File: src/rtl/hold_ctl_pkg.sv
package hold_ctl_pkg;

    typedef enum logic [2:0] {
        PH_IDLE,
        PH_ARMED,
        PH_WAIT,
        PH_HOLD,
        PH_DONE
    } phase_t;

    typedef struct packed {
        logic clear;
        logic commit;
        logic stop;
    } book_cmd_t;

    function automatic logic phase_live(phase_t p);
        return (p == PH_ARMED) || (p == PH_WAIT) || (p == PH_HOLD);
    endfunction

endpackage

File: src/rtl/trig_front.sv
module trig_front #(
    parameter int N_CH = 64
) (
    input  logic            clk,
    input  logic            rst,
    input  logic [N_CH-1:0] trig_ch,
    output logic            trig_edge
);
    logic [N_CH:0] chain;
    logic          any_now;
    logic          any_prev;

    assign chain[0] = 1'b0;
    for (genvar i = 0; i < N_CH; i++) begin : g_or
        assign chain[i+1] = chain[i] | trig_ch[i];
    end
    assign any_now = chain[N_CH];

    always_ff @(posedge clk) begin
        if (rst) any_prev <= 1'b0;
        else     any_prev <= any_now;
    end

    assign trig_edge = any_now & ~any_prev;

    // an edge cannot be reported twice in a row
    a_r2_single_edge: assert property (@(posedge clk) disable iff (rst)
        trig_edge |=> !trig_edge);
endmodule

File: src/rtl/dly_counter.sv
module dly_counter #(
    parameter int DLY_W = 8
) (
    input  logic             clk,
    input  logic             rst,
    input  logic             load,
    input  logic [DLY_W-1:0] load_val,
    input  logic             en,
    output logic             zero
);
    logic [DLY_W-1:0] cnt;

    always_ff @(posedge clk) begin
        if (rst)                        cnt <= '0;
        else if (load)                  cnt <= load_val;
        else if (en && cnt != '0)       cnt <= cnt - 1'b1;
    end

    assign zero = (cnt == '0);

    // a freshly loaded nonzero value is not reported as expired
    a_r3_load_nonzero: assert property (@(posedge clk) disable iff (rst)
        (load && load_val != '0) |=> !zero);
endmodule

File: src/rtl/cell_book.sv
module cell_book
    import hold_ctl_pkg::*;
#(
    parameter int N_CELLS = 15,
    parameter int CNT_W   = $clog2(N_CELLS + 1)
) (
    input  logic               clk,
    input  logic               rst,
    input  book_cmd_t          cmd,
    output logic [CNT_W-1:0]   count,
    output logic [N_CELLS-1:0] sel,
    output logic               sat,
    output logic               last
);
    localparam logic [CNT_W-1:0] LAST_IDX = CNT_W'(N_CELLS - 1);

    assign last = (count == LAST_IDX);

    always_ff @(posedge clk) begin
        if (rst || cmd.clear) begin
            count <= '0;
            sat   <= 1'b0;
        end else begin
            if (cmd.commit && count != CNT_W'(N_CELLS))
                count <= count + 1'b1;
            if (cmd.stop || (cmd.commit && last))
                sat <= 1'b1;
        end
    end

    for (genvar k = 0; k < N_CELLS; k++) begin : g_sel
        assign sel[k] = (count == CNT_W'(k));
    end

    a_r5_sel_onehot: assert property (@(posedge clk) disable iff (rst)
        $onehot0(sel));

    a_r6_count_step: assert property (@(posedge clk) disable iff (rst)
        (cmd.commit && !cmd.clear) |=> count == CNT_W'($past(count) + 1'b1));

    a_r7_sat_sticky: assert property (@(posedge clk) disable iff (rst)
        (sat && !cmd.clear) |=> sat);

    a_r7_full_implies_sat: assert property (@(posedge clk) disable iff (rst)
        (count == CNT_W'(N_CELLS)) |-> sat);
endmodule

File: src/rtl/evt_hold_ctrl.sv
module evt_hold_ctrl
    import hold_ctl_pkg::*;
#(
    parameter int N_CH    = 64,
    parameter int N_CELLS = 15,
    parameter int DLY_W   = 8,
    localparam int CNT_W  = $clog2(N_CELLS + 1)
) (
    input  logic               clk,
    input  logic               rst,
    input  logic               acq_start,
    input  logic               acq_stop,
    input  logic [N_CH-1:0]    trig_ch,
    input  logic [DLY_W-1:0]   hold_dly,
    output logic               hold_strobe,
    output logic [N_CELLS-1:0] cell_sel,
    output logic [CNT_W-1:0]   evt_count,
    output logic               chip_sat
);
    phase_t    ph, ph_nxt;
    logic      trig_edge;
    logic      dly_load, dly_en, dly_zero;
    logic      book_last;
    book_cmd_t cmd;

    trig_front #(.N_CH(N_CH)) u_front (
        .clk(clk), .rst(rst), .trig_ch(trig_ch), .trig_edge(trig_edge)
    );

    dly_counter #(.DLY_W(DLY_W)) u_dly (
        .clk(clk), .rst(rst), .load(dly_load), .load_val(hold_dly),
        .en(dly_en), .zero(dly_zero)
    );

    cell_book #(.N_CELLS(N_CELLS), .CNT_W(CNT_W)) u_book (
        .clk(clk), .rst(rst), .cmd(cmd), .count(evt_count),
        .sel(cell_sel), .sat(chip_sat), .last(book_last)
    );

    always_comb begin
        ph_nxt   = ph;
        dly_load = 1'b0;
        dly_en   = 1'b0;
        cmd      = '0;
        if (acq_start) begin
            ph_nxt    = PH_ARMED;
            cmd.clear = 1'b1;
        end else begin
            case (ph)
                PH_ARMED: begin
                    if (acq_stop) begin
                        ph_nxt   = PH_DONE;
                        cmd.stop = 1'b1;
                    end else if (trig_edge) begin
                        ph_nxt   = PH_WAIT;
                        dly_load = 1'b1;
                    end
                end
                PH_WAIT: begin
                    if (acq_stop) begin
                        ph_nxt   = PH_DONE;
                        cmd.stop = 1'b1;
                    end else if (dly_zero) begin
                        ph_nxt = PH_HOLD;
                    end else begin
                        dly_en = 1'b1;
                    end
                end
                PH_HOLD: begin
                    cmd.commit = 1'b1;
                    if (acq_stop) begin
                        ph_nxt   = PH_DONE;
                        cmd.stop = 1'b1;
                    end else if (book_last) begin
                        ph_nxt = PH_DONE;
                    end else begin
                        ph_nxt = PH_ARMED;
                    end
                end
                default: ph_nxt = ph;
            endcase
        end
    end

    always_ff @(posedge clk) begin
        if (rst) ph <= PH_IDLE;
        else     ph <= ph_nxt;
    end

    assign hold_strobe = (ph == PH_HOLD);

    a_r3_strobe_one_cycle: assert property (@(posedge clk) disable iff (rst)
        hold_strobe |=> !hold_strobe);

    a_r3_wait_to_hold: assert property (@(posedge clk) disable iff (rst)
        (ph == PH_WAIT && dly_zero && !acq_start && !acq_stop) |=> hold_strobe);

    a_r4_no_reload_busy: assert property (@(posedge clk) disable iff (rst)
        (ph == PH_WAIT || ph == PH_HOLD) |-> !dly_load);

    a_r7_no_strobe_saturated: assert property (@(posedge clk) disable iff (rst)
        chip_sat |-> !hold_strobe);

    a_r8_stop_sets_sat: assert property (@(posedge clk) disable iff (rst)
        (acq_stop && !acq_start && phase_live(ph)) |=> chip_sat);

    a_r10_start_clears: assert property (@(posedge clk) disable iff (rst)
        acq_start |=> (!chip_sat && evt_count == '0 && !hold_strobe));
endmodule

File: config.mk
export PLATFORM = sky130hd
export DESIGN_NAME = evt_hold_ctrl
export DESIGN_NICKNAME = d
export VERILOG_FILES = /design/src/rtl/hold_ctl_pkg.sv /design/src/rtl/trig_front.sv /design/src/rtl/dly_counter.sv /design/src/rtl/cell_book.sv /design/src/rtl/evt_hold_ctrl.sv
export SDC_FILE = /design/constraint.sdc
export NUM_CORES = 1
export LEC_CHECK = 0
export ABC_AREA = 1
export ABC_CLOCK_PERIOD_IN_PS = 1700
export CELL_PAD_IN_SITES_DETAIL_PLACEMENT = 0
export CELL_PAD_IN_SITES_GLOBAL_PLACEMENT = 1
export CORE_MARGIN = 5
export CORE_UTILIZATION = 23
export CTS_CLUSTER_DIAMETER = 150
export DETAILED_ROUTE_END_ITERATION = 7
export PLACE_DENSITY_LB_ADDON = 0.1
export SKIP_CTS_REPAIR_TIMING = 1
export SLEW_MARGIN = 20
export SYNTH_ARGS = -nofsm -noshare
export SYNTH_HDL_FRONTEND = slang
export SYNTH_SLANG_ARGS = --single-unit
export TNS_END_PERCENT = 100
File: constraint.sdc
create_clock -name clk -period 1.7 [get_ports clk]
set_clock_uncertainty 0.15 [all_clocks]
set_input_delay 0.34 -clock clk [delete_from_list [all_inputs] [get_ports clk]]
set_output_delay 0.34 -clock clk [all_outputs]
set_load 0.005 [all_outputs]
==> results of run 1 <==
[sequential cells by signal (all words and copies together) (netlist names)]
signal            cells
ph                    3
u_book.count          4
u_book.sat            1
u_front.any_prev      1
u_dly.cnt             8
[worst paths after layout]
path | to | startpoint | cells past startpoint
worst max-delay path | cell_sel[11] | u_book.count[1] | 4
worst min-delay path | ph[2] | ph[2] | 2
worst max register to register | ph[0] | u_book.count[0] | 12
worst min register to register | ph[2] | ph[2] | 2
[synthesized netlist by cell type (2+ instances only)]
cell                      count  area share, %
sky130_fd_sc_hd__nor2_1      85             21
sky130_fd_sc_hd__nand2_1     43             11
sky130_fd_sc_hd__inv_1       27            6.8
sky130_fd_sc_hd__dfxtp_1     17             23
sky130_fd_sc_hd__a21oi_1     10            3.4
sky130_fd_sc_hd__nand3_1     10            3.4
sky130_fd_sc_hd__ha_1         6            5.0
sky130_fd_sc_hd__nand4_1      6            2.5
sky130_fd_sc_hd__nand2_2      5            2.1
sky130_fd_sc_hd__nor2_2       5            2.1
sky130_fd_sc_hd__xor2_1       5            2.9
sky130_fd_sc_hd__inv_2        4            1.0
sky130_fd_sc_hd__o21ai_0      3            1.0
sky130_fd_sc_hd__a31oi_1      2           0.84
sky130_fd_sc_hd__nand3_4      2            2.3
sky130_fd_sc_hd__nor2_4       2            1.5
sky130_fd_sc_hd__or2_0        2           0.84
[logic make-up after synthesis]
group / count (synthesis) / synth area share [%]
XOR/XNOR: 5 / 2.93
AND/OR/NAND/NOR: 167 / 53.2
adder cells (fa/ha/maj): 6 / 5.03
buffers and inverters: 33 / 8.55
AO/OA/AOI/OAI: 19 / 7.46
flip-flops: 17 / 22.8
[power by group]
group	leakage (nW)	internal, W	switching (W)	total [W]
sequential	0.142	0.000408	0.0000102	0.000418
clock	0.0255	0.000162	0.000142	0.000305
combinational	1.84	0.000209	0.000137	0.000347
[per-layer routing]
| layer | part of all wire [%] | track usage, % | up-vias |
|---|---|---|---|
| met2 | 52 | 22.5 | 45 |
| met4 | 0.32 | 1.49 | 0 |
| li1 | - | - | 1045 |
| met5 | 0 | 0 | - |
| met1 | 43 | 13.1 | 847 |
| met3 | 5.3 | 3.50 | 2 |
[cell type report]
cell class                 count  area [um^2]  area share [%]
clock buffer                   3         41.3            1.33
clock inverter                 1         5.00           0.161
inverter                      31          119            3.83
multi-input combinational    197         1120            35.9
sequential                    17          355            11.4
tap                           77         96.3            3.10
timing repair buffer         134         1370            44.2
[through the flow]
stage | std cells | worst slack, ns | utilization, % | power, W | cell area (um^2)
after floorplan | 247 | 0.183 | - | 0.000552 | 1490
after global placement | 447 | -0.373 | 43.4 | 0.000773 | 2760
after detailed placement | 447 | -0.361 | 43.4 | 0.000774 | 2760
after CTS | 451 | -0.425 | 44.1 | 0.00109 | 2800
after global routing | 460 | -0.303 | 48.9 | 0.00114 | 3110
final | 460 | -0.245 | 48.9 | 0.00107 | 3110
[critical path: cells and delay by family, from the launching register on]
family / cells / cell delay (ns)
AND/OR/NAND/NOR: 1 / 0.10
adder cells (fa/ha/maj): 1 / 0.18
flip-flops: 1 / 0.37
buffers and inverters: 2 / 0.57
==> metrics list, run 1 <==
* Largest driver fanout on the critical path: 5
* Clock transition time at the flip-flop clock pins of the worst setup and hold paths: approximately 0.070 ns
- For this run, the post-layout net count is between 400 and 500.
* Status: finished, violations left
- At the pin with the least slew margin, the transition time is about 0.33 ns.
- Last weighted congestion value of the routability-driven placer: between 0.8 and 0.9
- Sequential-to-total area share from yosys stat: between 20% and 30%
* Diode insertion count for antenna repair: 0
* Capturing element type of the critical path: output port
* Dominant synthesized flop cell: sky130_fd_sc_hd__dfxtp_1
- The number of nets handed over by synthesis was 329.
- Total iterations of the first detailed-routing run: 4
* Worst Setup Start Kind: flop
* Data required time at the worst endpoint: approximately 1.2 ns
- The detail route stage leaves a number of antenna-violating nets equal to 0.
- After synthesis, the mean cell area works out to 6.04 um^2.
- Die height: between 90 and 100 um
- The setup check on the worst reg-to-reg path leaves a slack of -0.01 ns.
- Final number of hold-violating endpoints: 0
* IO Count: 97
- Number of register bits inferred by synthesis: 17
* Final setup vio count: 6
* Data arrival, critical path: between 1 and 1.5 ns
- Async S/R FF share, synth: 0%
* Highest-count cells in the layout ignoring fill and taps: 77 x sky130_fd_sc_hd__nor2_1, 72 x sky130_fd_sc_hd__dlymetal6s2s_1, 41 x sky130_fd_sc_hd__nand2_1
- For this design the ratio of total power to cell area is approximately 340 nW/um^2.
- Hpwl dp: 4.42 mm
* Min-delay worst type: reg2reg
- Accumulated negative setup slack: -0.319 ns
* Setup repair after global routing missed its margin: yes
- Slowest Stage Delay on Critical Path: 0.50 ns
- Insertion delay of the later-clocked pin in the worst-skew pair: roughly 0.25 ns
- Crit path kind: reg2out
* Clock tree root buffer cell: sky130_fd_sc_hd__clkbuf_8
* Worst ir drop on vdd: about 300 uV
* Number of global-route vias before repair: 1828
- CTS built an H-tree with a depth of 1.
- Most common library cell in the layout ignoring fill and taps: sky130_fd_sc_hd__nor2_1
- Max-capacitance violation count: 0
- The smallest clock period supported by the final layout is computed as between 1.5 and 2 ns.
- Iteration-0 DRC count of the detailed router: 40
- The final reports fail on negative setup slack.
- Count of port buffers added during placement: 96
- Final hold slack: between 0.3 and 0.4 ns
- Yosys mapped a number of flops with a built-in enable equal to 0.
* Congestion Overflow GR: 0
- Final setup slack of the worst path: -0.245 ns
- Count of fill cells added during filler insertion: 676
- CP Cell Sequence: ha_1, inv_2, nor2_1, clkdlybuf4s50_1
- Synthesized cell area: ~1500 um^2
- The initial utilization of the core area, before any placement, comes to 23.5%.
* Achievable Freq: ~500 MHz
* TritonCTS clock tree: done
- Slew Limit Fails: 0
* Final worst-path cycle share: 114%
- Num rows: 29
* Die outline width: around 90 um
- Dividing the detail-routed wire length by the instance count gives ~12 um.
- Dividing the detail-routed via count by the number of cells gives about 4.2.
- Wire length after detailed routing: 5.36 mm
- Wire length of the first global-routing pass: 8.16 mm
* Max_slew headroom: between 70% and 80%
- For this run, design rule violations remaining after detail routing come to 0.
* Layout cells sized above 1: between 20% and 30%
- Vias: 1939
* TritonCTS buffer count: 3
* Standard cell with the maximum stage delay on the critical path: sky130_fd_sc_hd__clkdlybuf4s50_1
- Global routing usage summed across all routing layers: about an eighth
- Maximum buffer depth of the clock tree: 2
- Yosys mapped the design onto 30 distinct sky130hd cell types.
- Maximum number of pins on one net before global-route repair: 11
- Yosys Warn Count: 0
- Area growth, synth to finish: 108%
- Sinks on the clock net: 17
* Die Footprint: between 8000 and 9000 um^2
- Post-synthesis cell count: ~250
- Area of the core: roughly 6300 um^2
* Leakage: between 2 and 2.5 nW
- The initial antenna violation count came to 0.
No activity file was read; power rests on OpenSTA's default activity.
==> run 2, diff against run 1 <==
--- a/config.mk
+++ b/config.mk
@@ -9,6 +9,7 @@
 export ABC_CLOCK_PERIOD_IN_PS = 1700
 export CELL_PAD_IN_SITES_DETAIL_PLACEMENT = 0
 export CELL_PAD_IN_SITES_GLOBAL_PLACEMENT = 1
+export CORE_ASPECT_RATIO = 0.5
 export CORE_MARGIN = 5
 export CORE_UTILIZATION = 23
 export CTS_CLUSTER_DIAMETER = 150
==> metrics list, run 2 (synthesized netlist as in run 1, its figures left out) <==
* Capturing element type of the critical path: output port
- The area of all placed cells without fillers was 3190 um^2 (+2.6%).
* Final number of hold-violating endpoints: 0 (unchanged)
* Nets@finish: 461 (-1.1%)
- Number of global-route vias before repair: 1936 (+5.9%)
- Die height: 67.0 um (-26%)
- Highest-count cells in the layout ignoring fill and taps: 83 x sky130_fd_sc_hd__dlymetal6s2s_1, 78 x sky130_fd_sc_hd__nor2_1, 41 x sky130_fd_sc_hd__nand2_1
- Global-route track usage on met2: 23.8% (+1.3 points)
- The peak fanout along the critical path was 4 (-1).
* CP Cell Sequence: inv_2, ha_1, inv_2, nor2_1, dlymetal6s2s_1
- By startpoint and endpoint, the worst setup path is classified as reg2out.
* Switching Share: 25.0% (-2.1 points)
- Crit path max-delay family: flip-flops
- The total count of max-transition violations in the final report came to 0 (unchanged).
- Critical path's most frequent cell: sky130_fd_sc_hd__inv_2
* Worst ir drop on vdd: 346 uV (+17%)
* IO Count: 97 (unchanged)
- Portion of total power attributed to sequential cells: 33.6% (-5.5 points)
* Count of port buffers added during placement: 96 (unchanged)
- TritonCTS clock tree: done
- The met3 global-route usage was 3.73% (+0.23 points).
* Achievable Freq: 617 MHz (+20%)
* Sequential standard cell area: 358 um^2 (+0.70%)
- The final weighted congestion in routability-driven placement was 0.789 (-2.1%).
- Maximum number of pins on one net before global-route repair: 11 (unchanged)
- Final hold slack: 0.359 ns (+0.0211 ns)
* Max-capacitance violation count: 0 (unchanged)
- Multi-input gate area in the final layout: 1120 um^2 (+0.56%)
* Count of fill cells added during filler insertion: 616 (-8.9%)
- Antenna violations before repair: 0 (unchanged)
- Post-route antenna net violation count: 0 (unchanged)
- The period utilization came to 95.3% (-19 points).
- The number of buffers on the longest clock path was 2 (unchanged).
- For this design, the slowest cell found on the critical path is sky130_fd_sc_hd__dfxtp_4.
- CTS placed an instance of sky130_fd_sc_hd__clkbuf_16 at the clock tree root.
- Int Pwr: 0.000928 W (+19%)
- Via/cell ratio: 4.17 (-1.0%)
- Max_slew headroom: 78.7% (+0.56 points)
- Area of the core: 6180 um^2 (-2.7%)
* Layout cells sized above 1: 24.3% (-4.6 points)
* Most common library cell in the layout ignoring fill and taps: sky130_fd_sc_hd__dlymetal6s2s_1
* Least-Margin Pin Slew: 0.316 ns (-0.0112 ns)
- The clock share of power is 38.6% (+10 points).
- Min-delay worst type: reg2reg
- DRC violations left: 0 (unchanged)
- The minimum clock period is 1.62 ns (-0.324 ns).
* Die outline width: 124 um (+37%)
- Leakage: 2.15 nW (+7.2%)
- Wire length after detailed routing: 5.51 mm (+2.8%)
- u_dly.cnt holds more flip-flops than any other register.
* Congestion Overflow GR: 0 (unchanged)
- Data arrival, critical path: 1.13 ns (-0.32 ns)
* TritonCTS buffer count: 3 (unchanged)
- The detailed placer's ending HPWL is 4.27 mm (-3.2%).
* Global routing usage summed across all routing layers: 12.6% (+0.75 points)
* Sinks on the clock net: 17 (unchanged)
- Final setup vio count: 0 (-6)
- Met1 track demand over resource in global routing: 14.3% (+1.2 points)
- Total iterations of the first detailed-routing run: 4 (unchanged)
- Clock transition time at the flip-flop clock pins of the worst setup and hold paths: 0.05 ns (-0.02 ns)
- The clock insertion delay at the later pin of the skew report is 0.25 ns (about the same).
- Largest registers: u_dly.cnt: 8 flops, u_book.count: 4 flops, ph: 3 flops
* Flip-flop count of the largest register, all copies and words added: 8 (unchanged)
- Num rows: 20 (-31%)
- The number of antenna diodes was 0 (unchanged).
- The initial detailed-routing violation count was 39 (-2.5%).
- Power density relative to cell area: 388 nW/um^2 (+13%)
* Wire length of the first global-routing pass: 8.26 mm (+1.3%)
* Data required time at the worst endpoint: 1.21 ns (about the same)
- WP buf/inv: 3 (+1)
* Dpl cell area: 2730 um^2 (-0.86%)
* Per-cell routed wire length: 11.8 um (+1.5%)
* Worst Setup Start Kind: flop
- Portion of total power attributed to combinational logic: 27.8% (-4.6 points)
* Area growth, synth to finish: 114%
- The run finished with clean final reports.
- H-tree depth: 1 (unchanged)
- Die Footprint: 8300 um^2 (+1.2%)
- Sw Pwr: 0.000309 W (+6.6%)
* Initial cell density of the core: 24.1% (+0.64 points)
* Vias: 1944 (+0.26%)
- Slowest Stage Delay on Critical Path: 0.36 ns (-0.14 ns)
* Setup repair after global routing missed its margin: yes
- The layer flagged by global routing as most heavily used is met2.
-- run 2: path summary, 6_finish.rpt --
kind,end,slack [ns],cells after the start,from
min reg2reg,u_dly.cnt[4],0.36,2,u_dly.cnt[4]
max,cell_sel[10],0.08,5,u_book.count[0]
max reg2reg,u_dly.cnt[0],0.08,8,u_dly.cnt[3]
min,u_dly.cnt[4],0.36,2,u_dly.cnt[4]
-- run 2: area by class of cell --
type	count	area share, %
clock buffer	4	2.47
inverter	31	3.65
multi-input combinational	198	35.2
sequential	17	11.2
tap	88	3.45
timing repair buffer	128	44.0
-- run 2: worst min-delay path, stage by stage (launching register included) --
cell,delay [ns]
sky130_fd_sc_hd__dfxtp_1,0.32
sky130_fd_sc_hd__nand3_1,0.08
sky130_fd_sc_hd__a21oi_1,0.06
-- run 2: power by group through the flow --
stage | Combinational [W] | Sequential [W] | Clock (W)
detailed placement | 0.000343 | 0.000428 | 0
finish | 0.000343 | 0.000416 | 0.000477
global placement | 0.000339 | 0.000428 | 0
CTS | 0.000345 | 0.000420 | 0.000492
global route | 0.000380 | 0.000417 | 0.000512
floorplan | 0.000126 | 0.000427 | 0
-- run 2: metrics by stage --
stage	utilization (%)	setup slack, ns	setup TNS [ns]	power (W)	std cells
floorplan	-	0.183	0	0.000552	247
global placement	44.2	-0.311	-4.44	0.000767	453
detailed placement	44.2	-0.321	-4.41	0.000771	453
CTS	45.5	-0.423	-6.20	0.00126	457
global route	51.6	-0.0257	-0.0500	0.00131	466
finish	51.6	0.0796	0	0.00124	466
-- run 2: metal layers --
layer	vias up	part of all wire, %
li1	1036	-
met1	864	43
met2	40	51
met3	4	5.4
met4	0	0.74
met5	-	0
==> run 3, diff against run 2 <==
--- a/config.mk
+++ b/config.mk
@@ -6,7 +6,7 @@
 export NUM_CORES = 1
 export LEC_CHECK = 0
 export ABC_AREA = 1
-export ABC_CLOCK_PERIOD_IN_PS = 1700
+export ABC_CLOCK_PERIOD_IN_PS = 1530
 export CELL_PAD_IN_SITES_DETAIL_PLACEMENT = 0
 export CELL_PAD_IN_SITES_GLOBAL_PLACEMENT = 1
 export CORE_ASPECT_RATIO = 0.5
==> constraint.sdc (replaced) <==
create_clock -name clk -period 1.53 [get_ports clk]
set_clock_uncertainty 0.15 [all_clocks]
set_input_delay 0.306 -clock clk [delete_from_list [all_inputs] [get_ports clk]]
set_output_delay 0.306 -clock clk [all_outputs]
set_load 0.005 [all_outputs]
==> metrics list, run 3 (synthesized netlist as in run 1, its figures left out) <==
- Setup repair after global routing could not meet its margin everywhere.
* Insertion delay of the later-clocked pin in the worst-skew pair: 0.25 ns (about the same)
- Register bank with the most flops: u_dly.cnt
* Diode insertion count for antenna repair: 0 (unchanged)
* Final setup slack of the worst path: -0.105 ns (-0.184 ns)
* Largest registers: u_dly.cnt: 8 flops, u_book.count: 4 flops, ph: 3 flops
- Leakage: 2.06 nW (-4.3%)
* Slew Limit Fails: 0 (unchanged)
- Most common library cell in the layout ignoring fill and taps: sky130_fd_sc_hd__nor2_1
* Flip-flop count of the largest register, all copies and words added: 8 (unchanged)
- Sinks on the clock net: 17 (unchanged)
- The worst path uses 107% of the clock period.
- Share of the core filled with cells in the final layout: 55.2% (+3.7 points)
- Max_slew headroom: 77.0% (-1.7 points)
- The die area is 8300 um^2 (unchanged).
- The core box area came to 6180 um^2 (unchanged).
* Die height: 67.0 um (unchanged)
- The deepest level of the CTS H-tree came to 1 (unchanged).
- The number of global-route vias before repair is 1875 (-3.2%).
* Vias: 2049 (+5.4%)
- The worst-margin pin slew came to 0.341 ns (+0.0248 ns).
- Layout cells sized above 1: 41.3% (+17 points)
- Wire length of the first global-routing pass: 8.15 mm (-1.3%)
- The overall power consumption is 0.00141 W (+14%).
- Final number of hold-violating endpoints: 0 (unchanged)
* Largest driver fanout on the critical path: 4 (unchanged)
- The min-delay analysis places its worst path in the category reg2reg.
- DRC violations left: 0 (unchanged)
* Data required time at the worst endpoint: 1.07 ns (-0.14 ns)
- The max-capacitance violation count is 0 (unchanged).
* Cells after DPL: 466 (+2.9%)
- Last weighted congestion value of the routability-driven placer: 0.791 (+0.25%)
- The average detailed-routed wire length per instance came to 12.0 um (+1.2%).
- Dpl cell area: 2830 um^2 (+3.6%)
* Worst Setup Start Kind: flop
* Iteration-0 DRC count of the detailed router: 76 (+95%)
- Wire length after detailed routing: 5.80 mm (+5.3%)
* Power density relative to cell area: 413 nW/um^2 (+6.5%)
* Post-route antenna net violation count: 0 (unchanged)
- In the layout the commonest cells are 71 x sky130_fd_sc_hd__nor2_1, 65 x sky130_fd_sc_hd__dlymetal6s2s_1, 42 x sky130_fd_sc_hd__buf_4.
* Achievable Freq: between 600 and 700 MHz
- For the finished layout, the period the worst path requires is ~1.6 ns.
- IO Count: 97 (unchanged)
* Num rows: 20 (unchanged)
- Violated checks: negative setup slack
* Nets@finish: 480 (+4.1%)
* Antenna violations before repair: 0 (unchanged)
- The total routing usage reported by global routing is 12.5% (-0.12 points).
- The horizontal die dimension is 124 um (unchanged).
- TritonCTS built the clock tree.
- STA classifies the critical path endpoint as an output port.
- The initial core utilization was 24.1% (unchanged).
- The detailed placer's ending HPWL was 4.36 mm (+2.1%).
- Maximum buffer depth of the clock tree: 2 (unchanged)
* Worst ir drop on vdd: 294 uV (-15%)
- Data arrival, critical path: 1.18 ns (+0.05 ns)
- Congestion Overflow GR: 0 (unchanged)
* Total iterations of the first detailed-routing run: 6 (+2)
* Post-route cell area: 3410 um^2 (+7.1%)
- Status: finished, violations left
* TritonCTS buffer count: 3 (unchanged)
- The register clock-pin slew on the reported worst setup and hold paths is 0.05 ns (about the same).
- Final setup vio count: 19 (+19)
- Area growth, synth to finish: 129%
* Via/cell ratio: 4.22 (+1.3%)
- The number of buffers added on ports is 96 (unchanged).
- The worst setup path is of the reg2out kind.
- Maximum number of pins on one net before global-route repair: 11 (unchanged)
- Post-layout instance count excluding filler cells: 485 (+4.1%)
- The tree is rooted in a sky130_fd_sc_hd__clkbuf_16.
==> run 3: through the flow <==
stage                     hold WS [ns]  setup WS (ns)  TNS (ns)
after global placement           0.346         -0.444     -8.70
after global routing             0.378         -0.175     -2.91
after CTS                        0.359         -0.579    -10.37
after detailed placement         0.351         -0.459     -8.81
final                            0.359         -0.105     -1.17
after floorplan                  0.325         0.0129         0
==> run 3: critical path, stage by stage, from the launching register on <==
cell and delay, ns:
sky130_fd_sc_hd__dfxtp_4 0.37, sky130_fd_sc_hd__buf_6 0.12, sky130_fd_sc_hd__inv_6 0.06, sky130_fd_sc_hd__ha_4 0.13, sky130_fd_sc_hd__inv_4 0.04, sky130_fd_sc_hd__nor2_1 0.09, sky130_fd_sc_hd__buf_2 0.12
==> run 3: worst paths after layout <==
check / slack (ns) / cells after the start / end / start
hold / removal: 0.36 / 2 / u_book.sat / u_book.sat
setup reg to reg: -0.02 / 8 / u_dly.cnt[0] / ph[1]
setup / recovery: -0.10 / 6 / cell_sel[9] / u_book.count[1]
hold reg to reg: 0.36 / 2 / u_book.sat / u_book.sat
==> run 3: where the power goes <==
part           switching, W  internal (W)
Sequential        0.0000142      0.000451
Clock              0.000180      0.000354
Combinational      0.000168      0.000242
==> run 3: final cells by class <==
cell class                      count  area (um^2)
Fill cell                         593         2770
Sequential cell                    17          363
Clock buffer                        4         78.8
Tap cell                           88          110
Timing Repair Buffer              148         1440
Multi-Input combinational cell    197         1270
Inverter                           31          146
==> run 3: per-layer routing <==
layer / track usage, % / wire length [um] / up-vias
met3: 3.73 / 281 / 7
met5: 0 / 0 / -
met4: 2.05 / 52 / 0
met1: 14.2 / 2350 / 926
li1: - / - / 1075
met2: 23.4 / 3120 / 41
